`src/rtl/thermo_pkg.sv`:
```
package thermo_pkg;
    typedef enum logic [1:0] {
        SQ_IDLE  = 2'd0,
        SQ_START = 2'd1,
        SQ_WAIT  = 2'd2,
        SQ_READ  = 2'd3
    } seq_st_e;
endpackage

```
`src/rtl/thermo_bus_seq.sv`:
```
// Drives the converter strobes: timed start, wait for completion, read.
module thermo_bus_seq
    import thermo_pkg::*;
#(
    parameter int CODE_W  = 8,
    parameter int PERIOD  = 1000,
    parameter int TIMEOUT = 200,
    parameter int PULSE   = 2
) (
    input  logic              clk,
    input  logic              rst_n,
    input  logic              int_n,
    input  logic [CODE_W-1:0] data_in,
    output logic              cs_n,
    output logic              wr_n,
    output logic              rd_n,
    output logic              done,
    output logic              tmo,
    output logic [CODE_W-1:0] code
);
    localparam int CNT_MAX = (PERIOD > TIMEOUT) ? ((PERIOD > PULSE) ? PERIOD : PULSE)
                                                : ((TIMEOUT > PULSE) ? TIMEOUT : PULSE);
    localparam int CNT_W = $clog2(CNT_MAX + 1);

    typedef struct packed {
        seq_st_e           st;
        logic [CNT_W-1:0]  cnt;
        logic [CODE_W-1:0] code;
        logic              done;
        logic              tmo;
    } seq_t;

    seq_t q, d;

    always_comb begin
        d      = q;
        d.done = 1'b0;
        d.tmo  = 1'b0;
        d.cnt  = q.cnt + 1'b1;
        case (q.st)
            SQ_IDLE: if (q.cnt == CNT_W'(PERIOD - 1)) begin
                d.st  = SQ_START;
                d.cnt = '0;
            end
            SQ_START: if (q.cnt == CNT_W'(PULSE - 1)) begin
                d.st  = SQ_WAIT;
                d.cnt = '0;
            end
            SQ_WAIT: if (!int_n) begin
                d.st  = SQ_READ;
                d.cnt = '0;
            end else if (q.cnt == CNT_W'(TIMEOUT - 1)) begin
                d.st  = SQ_IDLE;
                d.cnt = '0;
                d.tmo = 1'b1;
            end
            SQ_READ: if (q.cnt == CNT_W'(PULSE - 1)) begin
                d.st   = SQ_IDLE;
                d.cnt  = '0;
                d.code = data_in;
                d.done = 1'b1;
            end
            default: begin
                d.st  = SQ_IDLE;
                d.cnt = '0;
            end
        endcase
    end

    always_ff @(posedge clk) begin
        if (!rst_n) q <= '{SQ_IDLE, '0, '0, 1'b0, 1'b0};
        else        q <= d;
    end

    assign cs_n = !((q.st == SQ_START) || (q.st == SQ_READ));
    assign wr_n = (q.st != SQ_START);
    assign rd_n = (q.st != SQ_READ);
    assign done = q.done;
    assign tmo  = q.tmo;
    assign code = q.code;
endmodule

```
`src/rtl/thermo_setpt.sv`:
```
// Button-driven set-point with auto-repeat and the display hold timer.
module thermo_setpt #(
    parameter int CODE_W     = 8,
    parameter int REPEAT     = 100,
    parameter int DISP_HOLD  = 1000,
    parameter int SETPT_INIT = 100
) (
    input  logic              clk,
    input  logic              rst_n,
    input  logic              btn_up,
    input  logic              btn_dn,
    output logic [CODE_W-1:0] setpt,
    output logic              show
);
    localparam int REP_W  = $clog2(REPEAT + 1);
    localparam int HOLD_W = $clog2(DISP_HOLD + 1);
    localparam logic [CODE_W-1:0] TOP = '1;

    typedef struct packed {
        logic [CODE_W-1:0] setpt;
        logic [REP_W-1:0]  rep;
        logic [HOLD_W-1:0] hold;
    } sp_t;

    sp_t q, d;
    logic any_btn;

    always_comb begin
        d       = q;
        any_btn = btn_up | btn_dn;
        if (!any_btn) begin
            d.rep = '0;
        end else if (q.rep == '0) begin
            d.rep = REP_W'(REPEAT - 1);
            if (btn_up && !btn_dn && q.setpt != TOP) d.setpt = q.setpt + 1'b1;
            if (btn_dn && !btn_up && q.setpt != '0)  d.setpt = q.setpt - 1'b1;
        end else begin
            d.rep = q.rep - 1'b1;
        end
        if (any_btn)          d.hold = HOLD_W'(DISP_HOLD);
        else if (q.hold != 0) d.hold = q.hold - 1'b1;
    end

    always_ff @(posedge clk) begin
        if (!rst_n) q <= '{CODE_W'(SETPT_INIT), '0, '0};
        else        q <= d;
    end

    assign setpt = q.setpt;
    assign show  = (q.hold != '0);
endmodule

```
`src/rtl/thermo_ctrl.sv`:
```
// Hysteresis decision and fault handling, updated per reading or timeout.
module thermo_ctrl #(
    parameter int CODE_W = 8,
    parameter int HYST   = 1
) (
    input  logic              clk,
    input  logic              rst_n,
    input  logic              done,
    input  logic              tmo,
    input  logic [CODE_W-1:0] code,
    input  logic [CODE_W-1:0] setpt,
    output logic              heat,
    output logic              cool,
    output logic              fault,
    output logic [CODE_W-1:0] temp
);
    localparam int CMP_W = CODE_W + 2;

    typedef struct packed {
        logic              heat;
        logic              cool;
        logic              fault;
        logic [CODE_W-1:0] temp;
    } ctl_t;

    ctl_t q, d;
    logic [CMP_W-1:0] t_lo, s_hi;

    always_comb begin
        d    = q;
        t_lo = CMP_W'(code) + CMP_W'(HYST);
        s_hi = CMP_W'(setpt) + CMP_W'(HYST);
        if (done) begin
            d.temp  = code;
            d.fault = 1'b0;
            if (t_lo < CMP_W'(setpt)) begin
                d.heat = 1'b1;
                d.cool = 1'b0;
            end else if (CMP_W'(code) > s_hi) begin
                d.heat = 1'b0;
                d.cool = 1'b1;
            end
        end else if (tmo) begin
            d.fault = 1'b1;
            d.heat  = 1'b0;
            d.cool  = 1'b0;
        end
    end

    always_ff @(posedge clk) begin
        if (!rst_n) q <= '0;
        else        q <= d;
    end

    assign heat  = q.heat;
    assign cool  = q.cool;
    assign fault = q.fault;
    assign temp  = q.temp;
endmodule

```
`src/rtl/thermostat_ctrl.sv`:
```
module thermostat_ctrl #(
    parameter int CODE_W       = 8,
    parameter int PERIOD       = 1000,
    parameter int TIMEOUT      = 200,
    parameter int PULSE        = 2,
    parameter int HYST         = 1,
    parameter int DEG_PER_CODE = 2,
    parameter int REPEAT       = 100,
    parameter int DISP_HOLD    = 1000,
    parameter int SETPT_INIT   = 100,
    parameter bit EN_COOL      = 1'b1,
    localparam int DEG_W       = CODE_W + $clog2(DEG_PER_CODE + 1)
) (
    input  logic              clk,
    input  logic              rst_n,
    output logic              cnv_cs_n,
    output logic              cnv_wr_n,
    output logic              cnv_rd_n,
    input  logic              cnv_int_n,
    input  logic [CODE_W-1:0] cnv_data,
    input  logic              btn_up,
    input  logic              btn_dn,
    output logic              heat_on,
    output logic              cool_on,
    output logic              fault,
    output logic              disp_is_setpt,
    output logic [DEG_W-1:0]  disp_deg
);
    logic              rd_done, rd_tmo, cool_raw, show;
    logic [CODE_W-1:0] rd_code, setpt_code, temp_code, shown;

    thermo_bus_seq #(.CODE_W(CODE_W), .PERIOD(PERIOD), .TIMEOUT(TIMEOUT), .PULSE(PULSE)) u_seq (
        .clk(clk), .rst_n(rst_n), .int_n(cnv_int_n), .data_in(cnv_data),
        .cs_n(cnv_cs_n), .wr_n(cnv_wr_n), .rd_n(cnv_rd_n),
        .done(rd_done), .tmo(rd_tmo), .code(rd_code)
    );

    thermo_setpt #(.CODE_W(CODE_W), .REPEAT(REPEAT), .DISP_HOLD(DISP_HOLD),
                   .SETPT_INIT(SETPT_INIT)) u_sp (
        .clk(clk), .rst_n(rst_n), .btn_up(btn_up), .btn_dn(btn_dn),
        .setpt(setpt_code), .show(show)
    );

    thermo_ctrl #(.CODE_W(CODE_W), .HYST(HYST)) u_ctl (
        .clk(clk), .rst_n(rst_n), .done(rd_done), .tmo(rd_tmo), .code(rd_code),
        .setpt(setpt_code), .heat(heat_on), .cool(cool_raw), .fault(fault), .temp(temp_code)
    );

    generate
        if (EN_COOL) begin : g_cool
            assign cool_on = cool_raw;
        end else begin : g_nocool
            assign cool_on = 1'b0;
        end
    endgenerate

    assign disp_is_setpt = show;
    assign shown         = show ? setpt_code : temp_code;

    generate
        if ((DEG_PER_CODE & (DEG_PER_CODE - 1)) == 0) begin : g_shift
            assign disp_deg = DEG_W'(shown) << $clog2(DEG_PER_CODE);
        end else begin : g_mult
            assign disp_deg = DEG_W'(shown) * DEG_W'(DEG_PER_CODE);
        end
    endgenerate
endmodule

```
`config.mk`:
```
export PLATFORM = sky130hd
export DESIGN_NAME = thermostat_ctrl
export DESIGN_NICKNAME = d
export VERILOG_FILES = /design/src/rtl/thermo_pkg.sv /design/src/rtl/thermo_bus_seq.sv /design/src/rtl/thermo_setpt.sv /design/src/rtl/thermo_ctrl.sv /design/src/rtl/thermostat_ctrl.sv
export SDC_FILE = /design/constraint.sdc
export NUM_CORES = 1
export LEC_CHECK = 0
export ABC_AREA = 1
export BUFFER_PORTS_ARGS = -buffer_cell sky130_fd_sc_hd__buf_4
export CORE_MARGIN = 1.5
export CORE_UTILIZATION = 60
export DETAILED_ROUTE_END_ITERATION = 10
export GPL_TIMING_DRIVEN = 1
export HOLD_SLACK_MARGIN = 0.02
export PLACE_DENSITY_LB_ADDON = 0.05
export SYNTH_ARGS = -nofsm -noshare
export SYNTH_HDL_FRONTEND = slang
export SYNTH_HIERARCHICAL = 1
export SYNTH_SLANG_ARGS = --single-unit
```
`constraint.sdc`:
```
create_clock -name clk -period 3.45 [get_ports clk]
set_clock_uncertainty 0.1 [all_clocks]
set_input_delay 0.69 -clock clk [delete_from_list [all_inputs] [get_ports clk]]
set_output_delay 0.69 -clock clk [all_outputs]
set_load 0.05 [all_outputs]
```
Word level (Yosys, flattened, before mapping):

Cells that the tools add are included.
Widths: inputs -> output; s select.

* add/subtract/negate cells: 7
* bitwise logic cells: 3
* $lt $le $gt $ge: 2
* mux-type cells: 17
* equality and inequality tests: 14
* reductions and logical operators: 25

Operators with widths (number)
* $mux 12: 4
* $pmux 12 s4: 1
* $mux 8: 3
* $mux 21: 1
* $mux 10: 2
* $add 8x1->9 const B: 2
* $add 10x1->10 const B: 1
* $eq 10x1->1 const B: 1
* $eq 10x10->1 const B: 1
* $eq 10x8->1 const B: 1
* $gt 8x10->1: 1
* $lt 10x8->1: 1
* $reduce_bool 10->1: 1
* $sub 10x1->10 const B: 1
* $add 8x1->8 const B: 1
* $ne 2x1->1 const B: 4
* $ne 8x8->1 const B: 1
* $reduce_and 2->1: 4
* $reduce_bool 8->1: 1
* $sub 8x1->8 const B: 1
* $logic_not 7->1: 1
* $mux 7: 1
* $sub 7x1->7 const B: 1
* $mux 3: 2
* other kinds (18): 30

* bits in registers: 58
* logic and storage cells: 82
* bits of input ports: 13

Depth between registers and ports, before layout:

Gate-level depths: netlist (run 1).

* depth in word-level cells: 5
* mapped depth: 18
* mapped depth without buffers: 17

Cells and area by module:

The synthesis (run 1) kept the hierarchy.

By module, submodules not included
* thermo_setpt: sequential area each 500.5 µm², times used 1, cells an instance 227, area an instance 1611.5 µm²
* thermo_bus_seq: sequential area each 440.4 µm², times used 1, cells an instance 157, area an instance 1103.6 µm²
* thermo_ctrl: sequential area each 220.2 µm², times used 1, cells an instance 152, area an instance 1101.1 µm²
* thermostat_ctrl: sequential area each 0.0 µm², times used 1, cells an instance 29, area an instance 123.9 µm²

Worst setup path before layout (run 1):

Ideal clock, no wire load.

* path type: reg2out
* start: register u_sp/q[0] (netlist bit)
* end: output port disp_deg[1]
* cell stages (with the launch flop): 10
* data arrival time: 1.797 ns
* slack: 0.863 ns
* data required time: 2.660 ns
* cells stage by stage: dfxtp_1 > inv_1 > ha_1 > nand3_1 > nor3_2 > inv_1 > buf_6 > inv_2 > nand2_1 > nand2_1

* word-level cells in the longest chain between the ends: 2

RTL lines
* start, declared: line thermo_setpt.sv:25 `sp_t q, d;`
* start signal, assigned: line thermo_setpt.sv:45 `if (!rst_n) q <= '{CODE_W'(SETPT_INIT), '0, '0};`
* $reduce_bool 10->1: line thermo_setpt.sv:50 `assign show = (q.hold != '0);`
* named net disp_is_setpt: line thermostat_ctrl.sv:26 `output logic disp_is_setpt,`
* $mux 8: line thermostat_ctrl.sv:58 `assign shown = show ? setpt_code : temp_code;`
* end, declared: line thermostat_ctrl.sv:27 `output logic [DEG_W-1:0] disp_deg`

The timed path passes the listed nets, and every way through them passes these cells.

Final worst setup path (run 1):

* start: register u_sp/q[0] (netlist bit)
* end: output port disp_deg[2]

* word-level cells in the longest chain between the ends: 2

RTL lines (line)
* $reduce_bool 10->1: thermo_setpt.sv:50
* $mux 8: thermostat_ctrl.sv:58

Every way passes these cells.

==> results of run 1 <==
[area by class of cell]
type	instances	area, um2
multi-input combinational	408	2325
fill	611	2058
sequential	58	1161
inverter	78	295.3
timing repair buffer	28	210.2
clock buffer	13	168.9
tap	77	96.34
clock inverter	2	35.03
[power groups by stage]
stage	logic, W	clock network [W]	registers (W)
floorplan	0.000489	0	0.000771
global placement	0.000559	0	0.000799
detailed placement	0.000574	0	0.000801
CTS	0.000578	0.000674	0.000785
global route	0.000652	0.000704	0.000792
finish	0.000578	0.000654	0.000787
[cell usage in the layout (no fill, tap or decap), drive strengths merged, types with 2 or more instances in the layout]
cell type,instances
ha,30
a31o,2
buf,28
clkbuf,13
a21oi,32
inv,77
nor2,91
a21o,4
o21ai,34
nor3,9
nand3,32
clkinv,2
conb,2
nand4,8
nand2,126
nand3b,2
or2,7
xor2,16
dfxtp,58
xnor2,5
[through the flow]
step | setup slack (ns) | instances | util, % | hold WS (ns)
3_3_place_gp | 0.8247 | 649 | 64.37 | 0.3221
5_1_grt | 0.3547 | 664 | 67.59 | 0.3629
6_report | 0.5153 | 664 | 67.59 | 0.3395
4_1_cts | 0.4968 | 664 | 67.59 | 0.3395
2_1_floorplan | 0.8633 | 566 | - | 0.3110
3_5_place_dp | 0.7482 | 649 | 64.37 | 0.3309
[sequential cells by signal, summed over array words and instances, names as in the netlist, 8 cells and up]
register / flops
u_seq/code: 8
u_sp/q: 17
u_sp/setpt: 8
u_ctl/temp: 8
u_seq/q: 12
[worst paths after layout]
| path | endpoint | slack, ns | cells after the start |
|---|---|---|---|
| min | u_sp/q[10] | 0.34 | 1 |
| min reg2reg | u_sp/q[10] | 0.34 | 1 |
| max reg2reg | u_sp/setpt[5] | 0.86 | 12 |
| max | disp_deg[2] | 0.52 | 9 |
[kinds of logic after synthesis]
kind of cell,after synthesis,synth area share [%]
flops,58,29.47
compound gates,75,10.73
fa+ha+maj,31,10.03
other cells,1,0.09518
xor+xnor,21,4.668
buf+inv,100,11.62
simple gates,279,33.38
[routing by layer]
| metal | up-vias | wire length [um] |
|---|---|---|
| li1 | 1823 | - |
| met1 | 1583 | 3907 |
| met2 | 58 | 4098 |
| met3 | 11 | 298 |
| met4 | 0 | 121 |
| met5 | - | 0 |
==> results.yml, run 1 <==
timing:
  hold_viol_final: 0
  drv_slew: 0
  relSlewSlack_pct: 61.69
  fin_crit_sh_pct: 85.06
  fmax_mhz: 340.8
  worstMarginPinSlew_ns: 0.5738
  setup_viol: 0
  rsz0062_at_grt: "false"
  fin_crit_ns: 2.935
  setup_tns_ns: 0
clock_tree:
  clk_pin_slew_ns: 0.07
  cts_buffers: 9
  root_buffer: "clkbuf_8"
  postCtsSetupBuffers: 0
  cts_hold_buf: 0
  clock_path_buffers: 2
  cts_tree: "built"
  cts.sinks: 58
  worstSkewPairLatency_ns: 0.34
  htreeDepth: 3
  ctsResizeCount: 0
routing:
  via_per_inst: 5.233
  drc_errors: 0
  postRouteAntennaNets: 0
  dr_total_vias: 3475
  drtIter0Drc: 154
  wirelength_um: 8425
  wl_per_cell_um: 12.69
  dr.pass1.iters: 5
power_and_ir_drop:
  netSwitchingPower_w: 0.0007024
  power_frac_seq_pct: 39.0
  pwr-share-clk_pct: 32.4
  sw_frac_of_total_pct: 34.78
  ir_drop_uv: 357.9
  power_density_nw_per_um2: 470.6
  p_leak_nw: 2.183
  p_int_w: 0.001317
  combPwrFrac_pct: 28.6
  finalPower_w: 0.002020
global_route:
  grt_pass1_vias: 3335
  met1_usage_pct: 31.50
  use_met2_pct: 44.65
  antenna_found_initial: 0
  grt_remaining_overflow: 0
  grt_first_pass_wirelength_um: 14710
  grt_use_met3_pct: 6.429
  track_usage_pct: 25.52
  grt_max_degree: 30
  busiest_layer: "met2"
run_status:
  outcome: "finished clean"
critical_path:
  crit_buf_inv: 4
  crit_slowest_cell: "dfxtp_1"
  crit_chain: "inv_1 -> ha_1 -> nand3_1 -> nor3_2 -> inv_1 -> inv_2 -> nand2_1 -> nand2_1 -> buf_4"
  arrival_ns: 2.14
  crit_path_end_kind: "output port"
  r2r-start: "u_sp/setpt[2]"
  worstPathMaxFanout: 14
  max_stage_delay_ns: 0.39
  cp-startpoint: "u_sp/q[0]"
  path_class: "flop to output port"
  cp-start-kind: "flop"
  path_delay_family: "buffers and inverters"
  critPathRequiredTime_ns: 2.66
hold_path:
  hp-start: "u_sp/q[10]"
  min-delay-path-class: "flop to flop"
final_layout:
  area_growth_pct: 8.924
  drive_gt1_share_pct: 15.84
  fin_area_um2: 4292
  diodes: 0
  final_nets: 627
yosys:
  synth_area_leaders: "dfxtp_1, nand2_1, ha_1"
  ys_types: 45
  yosys_warnings: 6
  ys_seq_area_share_pct: 29.47
  yosys.area.top_type: "dfxtp_1"
  ys_ff_latch: 58
  async_flop_share_pct: 0
  synthCells: 565
  synth_common_cells: "nand2_1, nor2_1, inv_1, dfxtp_1, a21oi_1"
  yosysMostFrequentCell: "nand2_1"
  synth_area_per_cell_um2: 6.974
  synth_area_um2: 3940
  synth_top_cell_area_share_pct: 29.47
  synth_edf_count: 0
  synthFlopType: "dfxtp_1"
placement:
  portBuffers: 27
  dpl-instance-area_um2: 4088
  place.gp.congestion: 0.8702
  hpwl_um: 6263
run:
  maxCapViolCount: 0
die:
  ios: 30
  rows: 29
  die_h_um: 84.04
  initial_utilization_pct: 62.05
  dieArea_um2: 7062
  die_w_um: 84.04
  core_um2: 6350
Note: power is estimated with default switching activity, not from simulation.
==> inputs of run 2 (changes only) <==
- CELL_PAD_IN_SITES_DETAIL_PLACEMENT: default -> 1
- CELL_PAD_IN_SITES_GLOBAL_PLACEMENT: default -> 2
- CORE_UTILIZATION: 60 -> 31
- clock period: 3.45 -> 2.5 ns (I/O delays scaled with it)
==> results.yml, run 2 (synthesized netlist as in run 1, its figures left out) <==
timing:
  relSlewSlack_pct: 54.75
  fin_crit_ns: 2.415
  setup_tns_ns: 0
  hold_viol_final: 0
  fin_crit_sh_pct: 96.62
  drv_slew: 0
  worstMarginPinSlew_ns: 0.6778
  setup_viol: 0
  fmax_mhz: 414.0
routing:
  drtIter0Drc: 108
  drc_errors: 0
  dr.pass1.iters: 4
  dr_total_vias: 3581
  wl_per_cell_um: 13.83
  wirelength_um: 10770
  postRouteAntennaNets: 0
  via_per_inst: 4.597
global_route:
  antenna_found_initial: 0
  grt_max_degree: 19
  track_usage_pct: 17.82
  grt_remaining_overflow: 0
  grt_first_pass_wirelength_um: 18370
  grt_pass1_vias: 3685
power_and_ir_drop:
  ir_drop_uv: 404.7
  finalPower_w: 0.003329
  power_density_nw_per_um2: 695.5
  p_leak_nw: 2.347
critical_path:
  worstPathMaxFanout: 7
  path_class: "flop to output port"
  max_stage_delay_ns: 0.33
  crit_slowest_cell: "dfxtp_2"
  crit_buf_inv: 4
  path_delay_family: "buffers and inverters"
  r2r-end: "u_ctl/cool"
  arrival_ns: 1.82
  rr_worst_depth: 15
  crit_path_end_kind: "output port"
  r2r_slack_ns: 0.19
  cp-start-kind: "flop"
  crit_chain: "inv_2 -> ha_2 -> nand3_2 -> nor3_2 -> inv_2 -> buf_4 -> nand2_1 -> nand2_1 -> buf_4"
  critPathRequiredTime_ns: 1.90
  r2r-start: "u_sp/setpt[2]"
final_layout:
  largest_reg_flops: 17
  seqCellArea_um2: 1177
  drive_gt1_share_pct: 22.42
  fill_cells: 1571
  diodes: 0
  area_growth_pct: 21.50
  final_nets: 650
  layout_commonest_cell: "nand2_1"
  regMostFlops: "u_sp/q"
  multi_input_area_um2: 2377
  final_cell_mix: "nand2_1, nor2_1, inv_1"
  top_regs: "u_sp/q (17), u_seq/q (12)"
die:
  rows: 40
  die_h_um: 115.7
  dieArea_um2: 13390
  ios: 30
  core_um2: 12210
  initial_utilization_pct: 32.26
  die_w_um: 115.7
clock_tree:
  worstSkewPairLatency_ns: 0.34
  cts_buffers: 9
  root_buffer: "clkbuf_16"
  cts_hold_buf: 0
  cts_tree: "built"
  clk_pin_slew_ns: 0.05
  htreeDepth: 3
  clock_path_buffers: 2
  cts.sinks: 58
hold_path:
  hp-start: "cnv_data[4]"
  min_to: "u_seq/code[4]"
  worstHoldPathCells: 3
  min-delay-path-class: "input pin to flop"
placement:
  hpwl_um: 8422
  portBuffers: 27
  place.gp.congestion: 0.8084
run_status:
  outcome: "finished clean"
run:
  maxCapViolCount: 0
-- run 2: changes by cell type in the layout (fill, tap and decap cells not counted), sizes merged --
cell / change
clkinv: +2
clkinvlp: +1
inv: -1
buf: +23
clkbuf: -2
bufinv: +1
-- run 2: tightest hold or removal path, stage by stage --
cell    delay, ns
buf_4        0.08
nor2_1       0.03
nor2_1       0.08
-- run 2: stage by stage --
step,utilization (%),setup slack (ns),instances,hold WS [ns],instance area (um2)
2_1_floorplan,-,0.1033,566,0.3110,3944
6_report,39.20,0.08456,779,0.2874,4787
4_1_cts,38.40,0.009481,778,0.2788,4690
3_5_place_dp,35.64,0.07016,760,0.3344,4352
5_1_grt,39.20,-0.01388,779,0.2963,4787
3_3_place_gp,35.64,0.1571,760,0.3250,4352
-- run 2: what timing repair did --
action / CTS / global route
resized for setup: 2 / 30
endpoints found under the setup margin: 9 / 13
gates cloned: 0 / 0
pin swaps: 0 / 3
buffers inserted: 2 / 1
-- run 2: layout make-up --
type,count,share of cell area (%)
Sequential cell,58,24.59
Clock buffer,11,5.071
Clock inverter,5,1.620
Timing Repair Buffer,51,8.390
Inverter,78,6.273
Tap cell,168,4.391
Multi-Input combinational cell,408,49.66
-- run 2: worst max path at each step --
stage,start,end,slack [ns],cells past startpoint
after detailed placement,u_sp/setpt[0],u_ctl/cool,0.07,15
after global routing,u_sp/q[1],disp_deg[7],-0.01,9
after CTS,u_sp/setpt[0],u_ctl/cool,0.009,15
after global placement,u_seq/code[1],u_ctl/cool,0.16,16
after floorplan,u_sp/q[0],disp_deg[1],0.10,9
final,u_sp/q[1],disp_deg[4],0.08,9
-- run 2: where the power goes --
group	switching (W)	internal (W)	total, W
Combinational	0.000573	0.000345	0.000917
Sequential	0.0000709	0.000997	0.00107
Clock	0.000449	0.000895	0.00134
Total	0.00109	0.00224	0.00333
-- run 2: per-layer routing --
metal | vias to the layer above | routed length [um] | GRT usage, %
met5 | - | 0 | 0
met2 | 24 | 5274 | 31.05
met1 | 1680 | 5082 | 21.81
met4 | 0 | 117 | 4.634
met3 | 14 | 296 | 4.759
li1 | 1863 | - | -
